`config.mk`:
```
export PLATFORM = sky130hd
export DESIGN_NAME = e3_fas_err_inject
export DESIGN_NICKNAME = d
export VERILOG_FILES = /design/src/rtl/e3fi_pkg.sv /design/src/rtl/e3fi_req_front.sv /design/src/rtl/e3fi_fas_pos.sv /design/src/rtl/e3fi_sched.sv /design/src/rtl/e3_fas_err_inject.sv
export SDC_FILE = /design/constraint.sdc
export NUM_CORES = 1
export LEC_CHECK = 0
export ABC_AREA = 0
export ABC_CLOCK_PERIOD_IN_PS = 2200
export BUFFER_PORTS_ARGS = -buffer_cell sky130_fd_sc_hd__buf_2
export CAP_MARGIN = 20
export CORE_MARGIN = 2
export CORE_UTILIZATION = 40
export CTS_BUF_LIST = sky130_fd_sc_hd__clkbuf_16
export DETAILED_ROUTE_END_ITERATION = 12
export PLACE_DENSITY = 0.58
export RECOVER_POWER = 25
export SYNTH_ARGS = -nofsm -noshare
export SYNTH_HDL_FRONTEND = slang
export SYNTH_SLANG_ARGS = --single-unit
```
`constraint.sdc`:
```
create_clock -name clk -period 2.2 [get_ports clk]
set_clock_uncertainty 0.2 [all_clocks]
set_input_delay 0.33 -clock clk [delete_from_list [all_inputs] [get_ports clk]]
set_output_delay 0.33 -clock clk [all_outputs]
set_load 0.02 [all_outputs]
```
`src/rtl/e3fi_pkg.sv`:
```
`timescale 1ns/1ps
package e3fi_pkg;
  typedef enum logic {
    ERR_ONE_BIT  = 1'b0,
    ERR_ALL_BITS = 1'b1
  } err_kind_e;
endpackage

```
`src/rtl/e3fi_req_front.sv`:
```
`timescale 1ns/1ps
module e3fi_req_front #(
  parameter int SYNC_STAGES = 2
) (
  input  logic clk,
  input  logic rst_n,
  input  logic sel_pin,
  input  logic reg_pulse,
  input  logic pin_async,
  output logic req
);
  localparam int SW = (SYNC_STAGES < 2) ? 2 : SYNC_STAGES;

  logic [SW-1:0] sync_q, sync_n;
  logic          last_q, last_n;
  logic          pin_s;
  logic          pin_rise;

  always_comb begin
    sync_n = {sync_q[SW-2:0], pin_async};
    pin_s  = sync_q[SW-1];
    last_n = pin_s;
  end

  always_ff @(posedge clk or negedge rst_n) begin
    if (!rst_n) begin
      sync_q <= '0;
      last_q <= 1'b0;
    end else begin
      sync_q <= sync_n;
      last_q <= last_n;
    end
  end

  assign pin_rise = pin_s & ~last_q;
  assign req      = sel_pin ? pin_rise : reg_pulse;
endmodule

```
`src/rtl/e3fi_fas_pos.sv`:
```
`timescale 1ns/1ps
module e3fi_fas_pos #(
  parameter int FAS_LEN = 10,
  localparam int POS_W  = $clog2(FAS_LEN + 1)
) (
  input  logic             clk,
  input  logic             rst_n,
  input  logic             beat_valid,
  input  logic             beat_sof,
  output logic [POS_W-1:0] pos_cur,
  output logic             in_fas
);
  localparam logic [POS_W-1:0] POS_END = POS_W'(FAS_LEN);

  logic [POS_W-1:0] pos_q, pos_n;

  always_comb begin
    pos_cur = beat_sof ? '0 : pos_q;
    in_fas  = beat_valid & (pos_cur < POS_END);
    pos_n   = pos_q;
    if (beat_valid) begin
      pos_n = (pos_cur == POS_END) ? pos_cur : pos_cur + 1'b1;
    end
  end

  always_ff @(posedge clk or negedge rst_n) begin
    if (!rst_n) pos_q <= POS_END;
    else        pos_q <= pos_n;
  end
endmodule

```
`src/rtl/e3fi_sched.sv`:
```
`timescale 1ns/1ps
module e3fi_sched
  import e3fi_pkg::*;
#(
  parameter int BURST_LEN = 4,
  localparam int CNT_W    = (BURST_LEN > 1) ? $clog2(BURST_LEN) : 1
) (
  input  logic             clk,
  input  logic             rst_n,
  input  logic             req,
  input  err_kind_e        req_kind,
  input  logic             req_burst,
  input  logic             one_en,
  input  logic             all_en,
  input  logic             beat_valid,
  input  logic             beat_sof,
  input  logic             in_fas,
  output logic             hit,
  output err_kind_e        hit_kind,
  output logic             busy,
  output logic             pend,
  output logic [CNT_W-1:0] rem
);
  localparam logic [CNT_W-1:0] REM_RELOAD = CNT_W'(BURST_LEN - 1);

  logic             pend_q, pend_n;
  logic             hit_q, hit_n;
  logic             burst_q, burst_n;
  err_kind_e        kind_q, kind_n;
  logic [CNT_W-1:0] rem_q, rem_n;
  logic             sof_beat, start, kind_ok, accept;

  always_comb begin
    sof_beat = beat_valid & beat_sof;
    start    = sof_beat & (pend_q | (rem_q != '0));
    hit      = sof_beat ? start : hit_q;
    busy     = (rem_q != '0) | (hit & in_fas);
    kind_ok  = (req_kind == ERR_ONE_BIT) ? one_en : all_en;
    accept   = req & kind_ok & ~pend_q & ~busy;

    hit_n    = hit;
    pend_n   = accept | (pend_q & ~sof_beat);
    kind_n   = accept ? req_kind  : kind_q;
    burst_n  = accept ? req_burst : burst_q;
    rem_n    = rem_q;
    if (start) begin
      if (rem_q != '0) rem_n = rem_q - 1'b1;
      else             rem_n = burst_q ? REM_RELOAD : '0;
    end
  end

  always_ff @(posedge clk or negedge rst_n) begin
    if (!rst_n) begin
      pend_q  <= 1'b0;
      hit_q   <= 1'b0;
      burst_q <= 1'b0;
      kind_q  <= ERR_ONE_BIT;
      rem_q   <= '0;
    end else begin
      pend_q  <= pend_n;
      hit_q   <= hit_n;
      burst_q <= burst_n;
      kind_q  <= kind_n;
      rem_q   <= rem_n;
    end
  end

  assign hit_kind = kind_q;
  assign pend     = pend_q;
  assign rem      = rem_q;
endmodule

```
`src/rtl/e3_fas_err_inject.sv`:
```
`timescale 1ns/1ps
module e3_fas_err_inject
  import e3fi_pkg::*;
#(
  parameter int FAS_LEN     = 10,
  parameter int BIT_POS     = 0,
  parameter int BURST_LEN   = 4,
  parameter int SYNC_STAGES = 2
) (
  input  logic clk,
  input  logic rst_n,
  input  logic cfg_src_pin,
  input  logic cfg_kind,
  input  logic cfg_burst,
  input  logic cfg_one_en,
  input  logic cfg_all_en,
  input  logic reg_req,
  input  logic man_req,
  input  logic in_valid,
  input  logic in_sof,
  input  logic in_data,
  output logic out_valid,
  output logic out_sof,
  output logic out_data
);
  localparam int POS_W = $clog2(FAS_LEN + 1);
  localparam int CNT_W = (BURST_LEN > 1) ? $clog2(BURST_LEN) : 1;
  localparam logic [POS_W-1:0] ONE_POS = POS_W'(BIT_POS);

  logic             req;
  logic [POS_W-1:0] pos_cur;
  logic             fas_win;
  logic             hit;
  err_kind_e        hit_kind;
  logic             sched_busy;
  logic             sched_pend;
  logic [CNT_W-1:0] sched_rem;
  logic             flip;
  logic             valid_n, sof_n, data_n;

  e3fi_req_front #(.SYNC_STAGES(SYNC_STAGES)) u_front (
    .clk       (clk),
    .rst_n     (rst_n),
    .sel_pin   (cfg_src_pin),
    .reg_pulse (reg_req),
    .pin_async (man_req),
    .req       (req)
  );

  e3fi_fas_pos #(.FAS_LEN(FAS_LEN)) u_pos (
    .clk        (clk),
    .rst_n      (rst_n),
    .beat_valid (in_valid),
    .beat_sof   (in_sof),
    .pos_cur    (pos_cur),
    .in_fas     (fas_win)
  );

  e3fi_sched #(.BURST_LEN(BURST_LEN)) u_sched (
    .clk        (clk),
    .rst_n      (rst_n),
    .req        (req),
    .req_kind   (err_kind_e'(cfg_kind)),
    .req_burst  (cfg_burst),
    .one_en     (cfg_one_en),
    .all_en     (cfg_all_en),
    .beat_valid (in_valid),
    .beat_sof   (in_sof),
    .in_fas     (fas_win),
    .hit        (hit),
    .hit_kind   (hit_kind),
    .busy       (sched_busy),
    .pend       (sched_pend),
    .rem        (sched_rem)
  );

  always_comb begin
    flip    = hit & fas_win &
              ((hit_kind == ERR_ALL_BITS) | (pos_cur == ONE_POS));
    valid_n = in_valid;
    sof_n   = in_sof;
    data_n  = in_data ^ flip;
  end

  always_ff @(posedge clk or negedge rst_n) begin
    if (!rst_n) begin
      out_valid <= 1'b0;
      out_sof   <= 1'b0;
      out_data  <= 1'b0;
    end else begin
      out_valid <= valid_n;
      out_sof   <= sof_n;
      out_data  <= data_n;
    end
  end
endmodule

```
==> results.toml <==
[floorplanning]
core-area_mm2 = 0.00175
floorplan.die.width_um = 47.5
chipHeight_um = 47.5
start_util_pct = 43.4
die-area_mm2 = 0.00226
rows = 15
io_pins = 15

[synthesis]
yosys_register_bits = 16
synthesis.yosys.warnings = 0
post_synth_edffs = 0
synth-main-ff-cell = "dfrtp_1"
synth_nets = 84
post_synth_arst_share_pct = 100
synthCells = 69
yosysUniqueCellTypes = 30
syn-mean-instance-area_um2 = 11.0
ys_seq_area_share_pct = 53.2
post_synth_instance_area_um2 = 757

[run]
timing.max_cap.violations = 0

[global_routing]
grt_util_all_layers_pct = 15.1
global_route_wire_length_before_repair_mm = 2.20
grt_remaining_overflow = 0
antenna_found_initial = 0
first_global_vias = 490
pin_count_of_the_biggest_net_entering_global_routing = 17

[worst_setup_path]
reg2regPathDepth = 7
launching_instance_or_port_of_the_critical_path = "u_pos.pos_q[1]$_DFFE_PN1P_"
critPathRequiredTime_ns = 2.17
worstPathMaxFanout = 4
critical_path_class = "register to register"
worstReg2RegStart = "u_pos.pos_q[1]$_DFFE_PN1P_"
regToRegEndpoint = "u_pos.pos_q[0]$_DFFE_PN0P_"
timing.critical_path.arrival_ns = 1.60
timing.critical_path.from_type = "register"
ff2ff_setup_slack_ns = 0.57
worstSetupEndpointType = "register"

[sta]
max_slew_margin_pct = 43.7
whs_ns = 0.0643
setup_violations = 0
timing.final.max_slew_violations = 0
finalWorstPathRequiredPeriod_ns = 1.63
rsz0062_at_grt = "no"
clock.fmax_ghz = 0.615
fin_tns_setup_ns = 0
report.final.hold_viol_count = 0
final_period_utilization_pct = 73.9
tightestPinTransition_ns = 0.845

[cts]
ctsLongestPathBuffers = 2
cts_htree_levels = 1
cts_buffers = 3
clkLatencyLatePin_ns = 0.25
clock-root-buffer = "clkbuf_16"
clk_pin_slew_worst_paths_ns = 0.05
cts.sinks = 16
post-cts-setup-buffers = 0
cts_tree = "built"

[hold_path]
timing.hold.worst_endpoint = "out_data$_DFF_PN0_"
min-delay-path-class = "primary input to register"
holdPathStages = 2
holdCritStartpoint = "in_data"

[power]
worst_ir_drop_vdd_v = 0.000590
power_per_cell_area_mw_per_mm2 = 1140
total_leakage_power_nw = 0.447

[route]
route.detailed.wl_per_inst_um = 12.1
vias_per_cell = 4.81
initialDrtViolationCount = 3
wl_mm = 1.36
drt_pass1_iterations = 2
ant_nets = 0
via_count = 543
drc_errors = 0

[cells_and_area]
finalNonFillerCells = 113
antennaDiodeCount = 0
post_route_cells_drive_above_1_share_pct = 23.9
layout.core_utilization_pct = 54.2
finalNetCount = 104
layout_overhead_on_the_synthesized_area_pct = 25.0

[run_status]
status = "finished clean"

[placement]
port-buffer-count = 14
placedCellCount = 107
detailedPlacementHpwl_um = 974
finalWeightedCongestion = 0.830
## how the worst max path moves through the flow
stage | to | slack [ns] | cells past startpoint
after global placement | u_pos.pos_q[0]$_DFFE_PN0P_ | 0.53 | 9
final | u_pos.pos_q[0]$_DFFE_PN0P_ | 0.57 | 7
after CTS | u_pos.pos_q[0]$_DFFE_PN0P_ | 0.57 | 7
after global routing | u_pos.pos_q[0]$_DFFE_PN0P_ | 0.48 | 7
after detailed placement | u_pos.pos_q[0]$_DFFE_PN0P_ | 0.50 | 9
after floorplan | u_pos.pos_q[0]$_DFFE_PN0P_ | 0.69 | 7
## synthesized netlist by cell type (2+ instances only)
master	n	area share, %
o21ai_1	4	2.6
o211ai_1	2	2.0
dfrtp_1	14	46
a21oi_1	5	3.3
mux2_1	3	4.5
inv_1	5	2.5
nand2_1	10	5.0
dfstp_2	2	6.9
ha_1	3	5.0
## kinds of logic (layout without fill, tap and decap cells)
family	after synthesis	after routing	share of synthesized area, %
buffers and inverters	6	25	3.47
AO/OA/AOI/OAI	18	18	14.4
XOR/XNOR	1	1	1.16
AND/OR/NAND/NOR	21	21	16.9
multiplexers	4	4	5.95
flip-flops	16	16	53.2
adder cells (fa/ha/maj)	3	3	4.96
## placed cells by master, fill, tap and decap left out, drive strengths merged, types with 2 or more instances in the layout
master       synthesis  routed
dfstp                2       2
ha                   3       3
mux2                 4       4
nor3                 2       2
inv                  5       5
nor3b                2       2
o211ai               2       2
buf                  1      11
a21oi                5       5
clkbuf               0       6
nand4                2       2
nand2               11      11
o21ai                5       5
dlygate4sd3          0       2
dfrtp               14      14
## report_power, final
group	switching (W)	internal, W	leakage (nW)	total [W]
clock network	0.000117	0.000241	0.0385	0.000358
registers	0.000102	0.000387	0.191	0.000490
logic	0.000111	0.000117	0.218	0.000228
total	0.000330	0.000746	0.447	0.00108
## worst max-delay path, stage by stage (launching register included)
cell      delay, ns
dfstp_2        0.55
nand2_1        0.08
inv_1          0.08
ha_1           0.16
nand2_1        0.07
o211ai_1       0.16
o31ai_1        0.09
a21oi_1        0.15
## registers in the layout, indices dropped and copies added, names as in the netlist
signal,count
u_sched.hit_kind,1
u_sched.hit_q,1
out_valid,1
out_data,1
u_pos.pos_q,4
u_front.last_q,1
u_front.sync_q,2
u_sched.pend,1
out_sof,1
u_sched.burst_q,1
u_sched.rem,2
## timing repair
item                                   in CTS  in global routing
setup endpoints to repair                   0                  0
hold buffers                                2                  0
resized for setup                           0                  0
endpoints found under the hold margin      15                  0
## layout make-up
cell class / instances / area, um^2
well taps: 25 / 31.3
fillers: 158 / 800
multi-input cells: 47 / 328
clock inverters: 1 / 3.75
flip-flops and latches: 16 / 403
repair buffers: 16 / 86.3
inverters: 5 / 18.8
clock buffers: 3 / 75.1
## per-stage QoR
step / setup WS, ns / cell area (um^2) / total power (W)
after CTS: 0.574 / 950 / 0.00109
after global routing: 0.477 / 946 / 0.00115
after global placement: 0.528 / 851 / 0.000716
final: 0.574 / 946 / 0.00108
after floorplan: 0.689 / 757 / 0.000649
after detailed placement: 0.497 / 851 / 0.000722
## layer usage
metal	vias to the layer above	global-route usage (%)	share of wire, %
met2	10	21.1	44
li1	281	-	-
met1	248	19.9	49
met5	-	0	0
met4	0	10.0	1.5
met3	4	4.91	4.4
Note: power is estimated with default switching activity, not from simulation.
